[config.mk]
export PLATFORM = sky130hd
export DESIGN_NAME = ee2w_host
export DESIGN_NICKNAME = d
export VERILOG_FILES = /design/src/rtl/ee2w_host.sv
export SDC_FILE = /design/constraint.sdc
export NUM_CORES = 1
export LEC_CHECK = 0
export BUFFER_PORTS_ARGS = -buffer_cell sky130_fd_sc_hd__buf_2
export CELL_PAD_IN_SITES_DETAIL_PLACEMENT = 0
export CELL_PAD_IN_SITES_GLOBAL_PLACEMENT = 2
export CORE_MARGIN = 3
export CORE_UTILIZATION = 34
export CTS_CLUSTER_SIZE = 24
export DETAILED_ROUTE_END_ITERATION = 16
export PLACE_DENSITY = 0.84
export SLEW_MARGIN = 20
export SYNTH_ARGS = -nofsm -noshare
export SYNTH_HDL_FRONTEND = slang
export SYNTH_SLANG_ARGS = --single-unit
[constraint.sdc]
create_clock -name clk -period 2.9 [get_ports clk]
set_clock_uncertainty 0.2 [all_clocks]
set_input_delay 0.435 -clock clk [delete_from_list [all_inputs] [get_ports clk]]
set_output_delay 0.435 -clock clk [all_outputs]
set_load 0.02 [all_outputs]
[src/rtl/ee2w_host.sv]
module ee2w_host #(
  parameter int DIV     = 4,
  parameter int LOCKOUT = 1000000
) (
  input  logic        clk,
  input  logic        rst_n,
  input  logic        req_valid,
  output logic        req_ready,
  input  logic [3:0]  req_cmd,
  input  logic [2:0]  req_addr,
  input  logic [31:0] req_wdata,
  output logic        rsp_done,
  output logic        rsp_err,
  output logic [31:0] rsp_rdata,
  output logic        scl,
  output logic        sda_o,
  output logic        sda_oe,
  input  logic        sda_i
);
  localparam int CW = $clog2(DIV + 1);
  localparam int LW = $clog2(LOCKOUT + 1);
  localparam logic [3:0] CMD_RD  = 4'b1100;
  localparam logic [3:0] CMD_RSV = 4'b1101;

  typedef enum logic [1:0] {IDLE, XFER, LOCK} st_t;
  st_t st;

  logic [CW-1:0] dcnt;
  logic [LW-1:0] lcnt;
  logic [5:0]    bitn, last;
  logic [39:0]   tx;
  logic [31:0]   rx;
  logic          is_rd, hi;

  wire acc    = req_valid && (st == IDLE);
  wire rsv    = (req_cmd == CMD_RSV);
  wire tick   = (dcnt == CW'(DIV - 1));
  wire rd_win = is_rd && (bitn >= 6'd8) && (bitn <= 6'd40);

  assign req_ready = (st == IDLE);
  assign scl       = hi;
  assign sda_o     = tx[39];
  assign sda_oe    = !rd_win;
  assign rsp_rdata = rx;

  always_ff @(posedge clk or negedge rst_n) begin
    if (!rst_n) begin
      st <= IDLE; dcnt <= '0; lcnt <= '0; bitn <= '0; last <= '0;
      tx <= '0; rx <= '0; is_rd <= 1'b0; hi <= 1'b0;
      rsp_done <= 1'b0; rsp_err <= 1'b0;
    end else begin
      rsp_done <= 1'b0;
      rsp_err  <= 1'b0;
      case (st)
        IDLE: if (acc) begin
          if (rsv) rsp_err <= 1'b1;
          else begin
            st    <= XFER;
            hi    <= 1'b1;
            dcnt  <= '0;
            bitn  <= '0;
            rx    <= '0;
            tx    <= {1'b1, req_cmd, req_addr, req_cmd[3] ? 32'd0 : req_wdata};
            is_rd <= (req_cmd == CMD_RD);
            last  <= !req_cmd[3] ? 6'd40 : (req_cmd == CMD_RD) ? 6'd41 : 6'd8;
          end
        end
        XFER: begin
          dcnt <= tick ? '0 : dcnt + 1'b1;
          if (tick) begin
            if (hi) begin
              hi <= 1'b0;
              if (rd_win && bitn != 6'd8) rx <= {rx[30:0], sda_i};
            end else if (bitn == last) begin
              st       <= LOCK;
              lcnt     <= '0;
              is_rd    <= 1'b0;
              rsp_done <= 1'b1;
            end else begin
              bitn <= bitn + 1'b1;
              hi   <= 1'b1;
              tx   <= {tx[38:0], 1'b0};
            end
          end
        end
        default: begin
          if (lcnt == LW'(LOCKOUT - 1)) st <= IDLE;
          else lcnt <= lcnt + 1'b1;
        end
      endcase
    end
  end


  sda_edge_chk: assert property (@(posedge clk) disable iff (!rst_n)
    (!$stable(sda_o) || !$stable(sda_oe)) |-> $rose(scl));


  busy_ready_chk: assert property (@(posedge clk) disable iff (!rst_n)
    (scl || rsp_done) |-> !req_ready);


  reserved_chk: assert property (@(posedge clk) disable iff (!rst_n)
    (req_valid && req_ready && req_cmd == CMD_RSV) |=> (rsp_err && req_ready && !scl));


  done_pulse_chk: assert property (@(posedge clk) disable iff (!rst_n)
    rsp_done |=> !rsp_done);


  trailer_low_chk: assert property (@(posedge clk) disable iff (!rst_n)
    rsp_done |-> (sda_oe && !sda_o));
endmodule

==> results by group <==
Clocking
  • Clock Sinks: 110
  • Worst-Skew Late Latency: about 350 ps
  • Root buf cell: clkbuf_16
  • CTS resizes: 0
  • Reg clk slew, reported paths: around 80 ps
  • Max Buffers Root-to-Sink: 2
  • CTS tree: built
  • CTS H-tree lvls: 3
  • TritonCTS Buffers: 9

Floorplanning
  • Core area: 14,800 µm²
  • Die X: 130 µm
  • Site row count: 44
  • Initial core utilization: 35.2%
  • Die height: 130 µm
  • I/O pin count: 81
  • Die ar.: 16,800 µm²

GRT
  • Total Routing Usage GR: 14.9%
  • Vias in the first global route: 4,177
  • Global route total overflow: 0
  • Initial antenna violation count: 0
  • First-pass GRT wire length: 20,200 µm
  • Largest net degree at the start of global routing: 74

Drt
  • Routed wire length: 12,200 µm
  • ANT nets after route: 0
  • Initial drt markers: 211
  • Wire length per cell: roughly 15 µm
  • Via count: 4,315
  • DR vias/cell: 5.14
  • DRC: 0
  • Pre-Repair DR Iteration Count: 4

Yosys
  • #FFs+latches synth: 110
  • Main synth FF type: dfrtp_1
  • Sequential-to-total area share from yosys stat: 53.0%
  • Synth warn: 0
  • Post-synth EDFFs: 0
  • Distinct cell type count after synthesis: 47
  • Yosys top cell area share: 53.0%
  • Share of flip-flops with an asynchronous set or reset: 100%
  • Post-synth top area cell: dfrtp_1
  • Synth area leaders: dfrtp_1, nand2_1, o21ai_0, a21oi_1, and3_1
  • Synth Cell Area: about 5200 µm²
  • Post-Syn Area per Cell: 8.87 µm²
  • Synth Net Count: 633
  • Synthesized instance count: between 500 and 600

Power and ir drop
  • Clock power frac: between 20% and 30%
  • Peak supply drop: 0.000422 V
  • NetSw: 1.80 mW
  • Leakage power: 2.91 nW
  • Combinational share of power: 29.6%
  • PD cells: 805 nW/µm²
  • Power share of the sequential group: 44.1%
  • Sw Share: 36.6%
  • Int Pwr: around 3.1 mW

Min path
  • HP Class: primary input to flop

Worst setup path
  • Critical path endpoint category: flop
  • Critical Path RT: 2970 ps
  • Setup slack, reg-to-reg: 410 ps
  • Crit Path Category: flop to flop
  • Delay of the slowest critical-path stage: 430 ps
  • Worst path cell trace: ha_1, and3_1, nand3_1, o21a_1, a21oi_2, inv_2, a31oi_1
  • Crit path arrival time: 2550 ps
  • Setup crit start kind: flop
  • Max FO, Critical Path: 14
  • Slowest-stage cell, CP: dfrtp_1

Timing
  • Unrepaired setup endpoints after global routing: false
  • Worst setup margin: 413 ps
  • Post-route minimum period: 2490 ps
  • Total negative slack: 0 ps
  • Slew of the pin with the lowest slew margin: between 700 and 800 ps
  • Fin crit share: around 86%
  • Max Fclk: 0.402 GHz
  • Final Hold Fails: 0
  • Worst rel slew slack: 51.0%
  • # setup viols final: 0
  • Max Slew Vio Count: 0

Final layout
  • Fin cells: ~840
  • Share of layout cells above drive strength 1: 17.9%
  • Final nets: 697
  • Post-route cell area: 6120 µm²
  • Filler cell count in the final layout: 1,489
  • Ant diodes: 0
  • Synth-to-Final Area Change: 17.7%

Place
  • Hpwl dp: between 8000 and 9000 µm
  • Placer Congestion: just under 0.8
  • Dpl cell area: 5800 µm²
  • Cell count after placement: 822
  • Placement Setup Slack: 426 ps
  • PortBufs: 80

Run status
  • Outcome: completed

Job
  • Max-cap violations: 0
-- flip-flops by register name (all words and copies together), names as in the netlist --
register / count
tx: 40
rsp_rdata: 32
lcnt: 20
bitn: 6
dcnt: 3
last: 3
st: 2
is_rd: 1
rsp_done: 1
rsp_err: 1
scl: 1
-- worst paths after layout --
kind                       startpoint      endpoint  cells past startpoint
min reg2reg                    tx[20]        tx[20]                      2
min                             sda_i  rsp_rdata[0]                      3
max in group asynchronous       rst_n        tx[38]                      3
min in group asynchronous       rst_n        tx[17]                      2
max reg2reg                   lcnt[0]       lcnt[3]                      7
max                           lcnt[0]       lcnt[3]                      7
-- cells in the mapped netlist (3+ instances only) --
library cell / number
o21ai_1: 6
dfrtp_1: 110
nand4_1: 6
nor3_1: 6
clkbuf_1: 31
inv_1: 11
buf_2: 9
ha_1: 4
nand3_1: 18
and3_1: 37
mux2i_1: 6
nand2b_1: 5
o21a_1: 3
a41oi_1: 4
nor2_1: 16
or3_1: 3
nand2_1: 126
o21ai_0: 82
xnor2_1: 3
a31oi_1: 10
a21oi_1: 58
-- kinds of logic (layout without fill, tap and decap cells) --
family / Yosys count / in the layout / synth area share (%)
adder cells (fa/ha/maj): 4 / 4 / 0.963
AO/OA/AOI/OAI: 180 / 180 / 19.2
multiplexers: 6 / 6 / 1.16
AND/OR/NAND/NOR: 231 / 231 / 21.3
buffers and inverters: 52 / 121 / 3.97
XOR/XNOR: 3 / 3 / 0.506
flip-flops: 110 / 110 / 53.0
-- worst max-delay path: cells and delay by family (launching register included) --
| family | cells | cell delay (ps) |
|---|---|---|
| compound gates | 3 | 960 |
| fa+ha+maj | 1 | 230 |
| buf+inv | 1 | 190 |
| flops | 1 | 430 |
| simple gates | 2 | 390 |
-- metrics by stage --
| stage | util [%] | hold WS [ps] | total power, mW |
|---|---|---|---|
| 6_report | 41.5 | 90.8 | 4.92 |
| 5_1_grt | 41.5 | 101 | 5.31 |
| 4_1_cts | 41.5 | 82.0 | 5.01 |
| 3_5_place_dp | 39.3 | 271 | 3.69 |
| 3_3_place_gp | 39.3 | 261 | 3.64 |
| 2_1_floorplan | - | -60.6 | 3.20 |
-- power by group through the flow --
stage / Clock [mW] / Combinational (mW) / Sequential [mW]
6_report: 1.29 / 1.46 / 2.17
4_1_cts: 1.34 / 1.49 / 2.18
3_5_place_dp: 0 / 1.49 / 2.20
2_1_floorplan: 0 / 1.04 / 2.15
5_1_grt: 1.40 / 1.68 / 2.23
3_3_place_gp: 0 / 1.45 / 2.19
-- cell type report --
cell class                      instances  area (µm²)  area share, %
Sequential cell                       110        2750           45.0
Multi-Input combinational cell        424        2250           36.8
Timing Repair Buffer                   93         528           8.63
Clock buffer                           10         239           3.91
Tap cell                              184         230           3.76
Clock inverter                          6        68.8           1.12
Inverter                               12        45.0          0.736
-- repair_timing --
item | in CTS | in global routing
hold buffers | 1 | 0
hold endpoints to repair | 45 | 0
setup buffers | 0 | 0
-- layout by cell type, fill, tap and decap left out, types with 5 or more instances in the layout --
cell type	instances
nand2_1	126
dfrtp_1	110
o21ai_0	82
buf_2	79
a21oi_1	58
and3_1	37
nand3_1	18
nor2_1	16
inv_1	11
buf_4	11
a31oi_1	10
clkbuf_16	9
nor3_1	6
nand4_1	6
o21ai_1	6
mux2i_1	6
nand2b_1	5
-- layer usage --
layer / vias to the layer above / part of all wire [%] / global-route usage (%)
met4: 0 / 1.3 / 3.61
met3: 10 / 4.6 / 4.16
li1: 2176 / - / -
met5: - / 0 / 0
met1: 2036 / 47 / 19.9
met2: 93 / 47 / 24.1
Power figures use the tool's default switching activity.
